$ cat src/rtl/codemem_pkg.sv
package codemem_pkg;
  localparam int CMD_W    = 32;
  localparam int SEL_W    = 3;
  localparam int SEL_LSB  = 29;
  localparam int CLR_BIT  = 28;
  localparam int EN_HI    = 27;
  localparam int EN_LO    = 26;
  localparam int CHIP_BIT = 0;

  typedef struct packed {
    logic             addr_reset;
    logic             store_en;
    logic [SEL_W-1:0] bank;
    logic             chip;
  } cmd_fields_t;

  function automatic cmd_fields_t split_cmd(input logic [CMD_W-1:0] w);
    cmd_fields_t f;
    f.addr_reset = w[CLR_BIT];
    f.store_en   = w[EN_HI] & w[EN_LO];
    f.bank       = w[SEL_LSB +: SEL_W];
    f.chip       = w[CHIP_BIT];
    return f;
  endfunction
endpackage

$ cat src/rtl/cmd_decoder.sv
module cmd_decoder
  import codemem_pkg::*;
#(
  parameter int NUM_MEM = 8
) (
  input  logic               cmd_valid,
  input  logic [CMD_W-1:0]   cmd_word,
  input  logic               full,
  output logic               clr,
  output logic               adv,
  output logic               drop,
  output logic               chip,
  output logic [NUM_MEM-1:0] strobe
);
  cmd_fields_t f;

  always_comb begin
    f    = split_cmd(cmd_word);
    clr  = cmd_valid & f.addr_reset;
    adv  = cmd_valid & ~f.addr_reset & f.store_en & ~full;
    drop = cmd_valid & ~f.addr_reset & f.store_en & full;
    chip = f.chip;
  end

  for (genvar g = 0; g < NUM_MEM; g++) begin : g_strobe
    assign strobe[g] = adv & (f.bank == SEL_W'(g));
  end
endmodule

$ cat src/rtl/addr_counter.sv
module addr_counter #(
  parameter int DEPTH = 256,
  localparam int CW   = $clog2(DEPTH + 1)
) (
  input  logic          clk,
  input  logic          rst,
  input  logic          clr,
  input  logic          adv,
  input  logic          drop,
  output logic [CW-1:0] count,
  output logic          full,
  output logic          overflow
);
  assign full = (count == CW'(DEPTH));

  always_ff @(posedge clk) begin
    if (rst) begin
      count    <= '0;
      overflow <= 1'b0;
    end else begin
      if (clr)      count <= '0;
      else if (adv) count <= count + CW'(1);
      if (drop)     overflow <= 1'b1;
    end
  end

  AST_CLEAR_ZERO: assert property (@(posedge clk) disable iff (rst)
    clr |=> (count == '0));
  AST_STEP_ONE: assert property (@(posedge clk) disable iff (rst)
    adv |=> (count == $past(count) + CW'(1)));
  AST_HOLD: assert property (@(posedge clk) disable iff (rst)
    (!clr && !adv) |=> $stable(count));
  AST_NO_OVERFLOW: assert property (@(posedge clk) disable iff (rst)
    count <= CW'(DEPTH));
  AST_STICKY: assert property (@(posedge clk) disable iff (rst)
    (overflow || drop) |=> overflow);
endmodule

$ cat src/rtl/code_bank.sv
module code_bank #(
  parameter int DEPTH = 256,
  localparam int AW   = $clog2(DEPTH)
) (
  input  logic          clk,
  input  logic          we,
  input  logic [AW-1:0] waddr,
  input  logic          wbit,
  input  logic [AW-1:0] raddr,
  output logic          rbit
);
  logic mem [DEPTH];

  always_ff @(posedge clk) begin
    if (we) mem[waddr] <= wbit;
    rbit <= mem[raddr];
  end
endmodule

$ cat src/rtl/codemem_loader.sv
module codemem_loader
  import codemem_pkg::*;
#(
  parameter int NUM_MEM = 8,
  parameter int DEPTH   = 256,
  localparam int AW     = $clog2(DEPTH),
  localparam int CW     = $clog2(DEPTH + 1)
) (
  input  logic             clk,
  input  logic             rst,
  input  logic             cmd_valid,
  input  logic [CMD_W-1:0] cmd_word,
  input  logic [SEL_W-1:0] rd_sel,
  input  logic [AW-1:0]    rd_addr,
  output logic             rd_data,
  output logic [CW-1:0]    addr_count,
  output logic             overflow
);
  logic               clr, adv, drop, chip, full;
  logic [NUM_MEM-1:0] strobe;
  logic [NUM_MEM-1:0] bank_q;
  logic [SEL_W-1:0]   sel_q;

  cmd_decoder #(.NUM_MEM(NUM_MEM)) u_dec (
    .cmd_valid(cmd_valid), .cmd_word(cmd_word), .full(full),
    .clr(clr), .adv(adv), .drop(drop), .chip(chip), .strobe(strobe)
  );

  addr_counter #(.DEPTH(DEPTH)) u_cnt (
    .clk(clk), .rst(rst), .clr(clr), .adv(adv), .drop(drop),
    .count(addr_count), .full(full), .overflow(overflow)
  );

  for (genvar b = 0; b < NUM_MEM; b++) begin : g_bank
    code_bank #(.DEPTH(DEPTH)) u_bank (
      .clk(clk), .we(strobe[b]), .waddr(addr_count[AW-1:0]), .wbit(chip),
      .raddr(rd_addr), .rbit(bank_q[b])
    );
  end

  always_ff @(posedge clk) begin
    if (rst) sel_q <= '0;
    else     sel_q <= rd_sel;
  end

  always_comb begin
    rd_data = 1'b0;
    for (int i = 0; i < NUM_MEM; i++)
      if (sel_q == SEL_W'(i)) rd_data = bank_q[i];
  end

  AST_ONE_STROBE: assert property (@(posedge clk) disable iff (rst)
    $onehot0(strobe));
  AST_CLEAR_WINS: assert property (@(posedge clk) disable iff (rst)
    (cmd_valid && cmd_word[CLR_BIT]) |-> (strobe == '0));
  AST_FULL_NO_WRITE: assert property (@(posedge clk) disable iff (rst)
    full |-> (strobe == '0));
endmodule

$ cat config.mk
export PLATFORM = sky130hd
export DESIGN_NAME = codemem_loader
export DESIGN_NICKNAME = d
export VERILOG_FILES = /design/src/rtl/codemem_pkg.sv /design/src/rtl/cmd_decoder.sv /design/src/rtl/addr_counter.sv /design/src/rtl/code_bank.sv /design/src/rtl/codemem_loader.sv
export SDC_FILE = /design/constraint.sdc
export NUM_CORES = 2
export LEC_CHECK = 0
export BUFFER_PORTS_ARGS = -buffer_cell sky130_fd_sc_hd__buf_2
export CELL_PAD_IN_SITES_DETAIL_PLACEMENT = 0
export CELL_PAD_IN_SITES_GLOBAL_PLACEMENT = 1
export CORE_MARGIN = 3
export CORE_UTILIZATION = 54
export CTS_CLUSTER_SIZE = 30
export DETAILED_ROUTE_END_ITERATION = 8
export PLACE_DENSITY = 0.86
export SLEW_MARGIN = 30
export SYNTH_ARGS = -nofsm -noshare
export SYNTH_HDL_FRONTEND = slang
export SYNTH_SLANG_ARGS = --single-unit
$ cat constraint.sdc
create_clock -name clk -period 2.9 [get_ports clk]
set_input_delay 0.145 -clock clk [delete_from_list [all_inputs] [get_ports clk]]
set_output_delay 0.145 -clock clk [all_outputs]
set_load 0.02 [all_outputs]
==> impl_metrics.env <==
export IMPL_status="completed"
export IMPL_vias=54481
export IMPL_drtAntennaViolNets=0
export IMPL_htreeDepth=4
export IMPL_core_um2=163000
export IMPL_grt_max_degree=173
export IMPL_final_hold_viol_count=0
export IMPL_routed_wl_mm=232
export IMPL_die_w_um=412
export IMPL_place_gp_congestion=0.877
export IMPL_route_detailed_drc=0
export IMPL_antenna_found_initial=9
export IMPL_max_freq_ghz=0.356
export IMPL_pwr_share_comb_pct=5.1
export IMPL_crit_path_end_kind="flop"
export IMPL_rsz0062_at_grt="yes"
export IMPL_post_route_period_util_pct=97.0
export IMPL_fin_nets=6354
export IMPL_synth_cell_types=63
export IMPL_maxSlewHeadroom_pct=34.7
export IMPL_ys_ff_latch=2069
export IMPL_p_sw_share_pct=21.2
export IMPL_synth_edf_count=2048
export IMPL_cts_made_buffers=197
export IMPL_postSynthAreaPerCell_um2=14.3
export IMPL_dpl_cell_area_um2=93000
export IMPL_path_clk_slew_ns=0.06
export IMPL_switchingPower_w=0.0128
export IMPL_die_h_um=412
export IMPL_fillers=12027
export IMPL_intPower_w=0.0475
export IMPL_clk_latency_ns=0.83
export IMPL_grt_pass1_wl_mm=344
export IMPL_ys_warn_count=0
export IMPL_grt_pass1_vias=53024
export IMPL_syn_cell_area_um2=89000
export IMPL_power_density_nw_per_um2=607
export IMPL_leakagePower_nw=29.6
export IMPL_cts_sinks=2069
export IMPL_drv_cap=0
export IMPL_mostFrequentLayoutCells="nor2_1, edfxtp_1, mux4_2, nand2_1, buf_4"
export IMPL_ys_async_sr_fraction_pct=0
export IMPL_final_area_um2=99200
export IMPL_dr_pass1_iters=6
export IMPL_port_buffers=31
export IMPL_die_area_um2=170000
export IMPL_area_growth_pct=11.4
export IMPL_pwr_share_seq_pct=54.6
export IMPL_ctsRootBufferMaster="clkbuf_16"
export IMPL_initial_core_util_pct=54.5
export IMPL_netlist_instances=6225
export IMPL_timing_hold_ws_ns=0.0721
export IMPL_final_common_cell="nor2_1"
export IMPL_first_iter_violations=8114
export IMPL_fin_crit_ns=2.81
export IMPL_dpl_hpwl_mm=142
export IMPL_overflow=0
export IMPL_p_clk_share_pct=40.3
export IMPL_hold_class="in2reg"
export IMPL_synthFlopType="edfxtp_1"
export IMPL_critPathRequiredTime_ns=3.66
export IMPL_drv_slew=0
export IMPL_power_w=0.0603
export IMPL_yosysSeqAreaShare_pct=69.5
export IMPL_path_max_fanout=16
export IMPL_clock_path_buffers=3
export IMPL_crit_arrival_ns=3.57
export IMPL_startpoint_type="flop"
export IMPL_setup_viol=0
export IMPL_tightest_slew_ns=0.980
export IMPL_pin_count=57
export IMPL_cts_tree="yes"
export IMPL_critPathKind="reg2reg"
export IMPL_via_per_inst=6.30
export IMPL_drive_gt1_share_pct=16.0
export IMPL_clock_skew_ns=0.0301
export IMPL_peakVddDrop_uv=672
export IMPL_wl_per_cell_um=26.8
export IMPL_grt_usage_pct=27.4
export IMPL_rows=148
export IMPL_syn_nets=6275
-- worst paths after layout --
check,start,endpoint,slack [ns],cells past startpoint
min reg2reg,u_cnt.count[8],u_cnt.count[8],0.60,3
min,cmd_word[29],g_bank[6].u_bank.mem[192],0.07,5
max reg2reg,u_cnt.count[1],u_cnt.overflow,0.09,9
max,u_cnt.count[1],u_cnt.overflow,0.09,9
-- registers in the layout, indices dropped and copies added, names as in the netlist --
register and cells:
sel_q 3, u_cnt.count 9, u_cnt.overflow 1, g_bank.u_bank.rbit 8, g_bank.u_bank.mem 2048
-- kinds of logic after synthesis --
group / share of synthesized area, %
AO/OA/AOI/OAI: 3.46
buffers and inverters: 2.76
flip-flops: 69.5
adder cells (fa/ha/maj): 0.0562
multiplexers: 13.0
AND/OR/NAND/NOR: 11.1
XOR/XNOR: 0.0689
-- routing by layer --
| layer | vias up | wire length, um | global-route usage [%] |
|---|---|---|---|
| met2 | 3125 | 108000 | 42.4 |
| met1 | 27753 | 85500 | 38.4 |
| met3 | 447 | 29700 | 6.78 |
| met5 | - | 32 | 0 |
| li1 | 23150 | - | - |
| met4 | 6 | 8600 | 9.72 |
-- Yosys cell counts, types with 11 or more instances --
master    instances  area (um^2)
nor2b_1          19          119
mux4_2          410         9230
nor4_1           11         68.8
a31oi_1          18          113
nor2_1         2095         7860
buf_4            28          210
nand2_1         335         1260
a21oi_1         131          656
a211oi_1         39          293
mux2i_1         228         2280
o221ai_1         63          552
and2_1           15         93.8
a22oi_1          94          706
o22ai_1          42          263
nor3_1           33          165
o21ai_0          25          125
nand3_1          12         60.1
edfxtp_1       2048        61500
buf_1            45          169
dfxtp_1          21          420
buf_2           108          541
clkbuf_1        252          946
buf_6            39          439
-- layout make-up --
cell class	count	area (um^2)	area share, %
antenna	1	2.50	0.00252
timing repair buffer	359	3720	3.75
clock buffer	266	5250	5.29
sequential	2069	61900	62.4
multi-input combinational	3667	24800	25.0
inverter	10	40.0	0.0404
tap	2175	2720	2.74
clock inverter	98	727	0.733
-- worst max-delay path, cell delays in order (launching register included) --
cell	delay [ns]
dfxtp_1	0.37
inv_1	0.12
ha_1	0.23
nor3b_4	0.29
buf_6	0.41
nand2_1	0.09
buf_4	0.22
or3_1	0.33
a21oi_1	0.14
dlygate4sd3_1	0.55
-- power by group through the flow --
stage	registers (W)	clock network, W	logic [W]
2_1_floorplan	0.0335	0	0.00158
3_3_place_gp	0.0335	0	0.00299
3_5_place_dp	0.0335	0	0.00303
4_1_cts	0.0329	0.0245	0.00306
5_1_grt	0.0329	0.0256	0.00324
6_report	0.0329	0.0243	0.00309
-- through the flow --
| stage | std cells | utilization (%) | setup TNS, ns | setup WS [ns] |
|---|---|---|---|---|
| 6_report | 8645 | 60.7 | 0 | 0.0871 |
| 5_1_grt | 8644 | 60.7 | -0.0376 | -0.0376 |
| 4_1_cts | 8639 | 60.7 | 0 | 0.0246 |
| 3_5_place_dp | 8261 | 56.9 | -1.09 | -0.404 |
| 3_3_place_gp | 8261 | 56.9 | -1.14 | -0.403 |
| 2_1_floorplan | 6225 | - | 0 | 0.424 |
-- timing repair --
| action | CTS | global route |
|---|---|---|
| buffers inserted | 0 | 4 |
| hold buffers | 14 | 0 |
| resized for setup | 0 | 7 |
| endpoints found under the setup margin | 0 | 84 |
| hold endpoints to repair | 104 | 0 |
No activity file was read; power rests on OpenSTA's default activity.
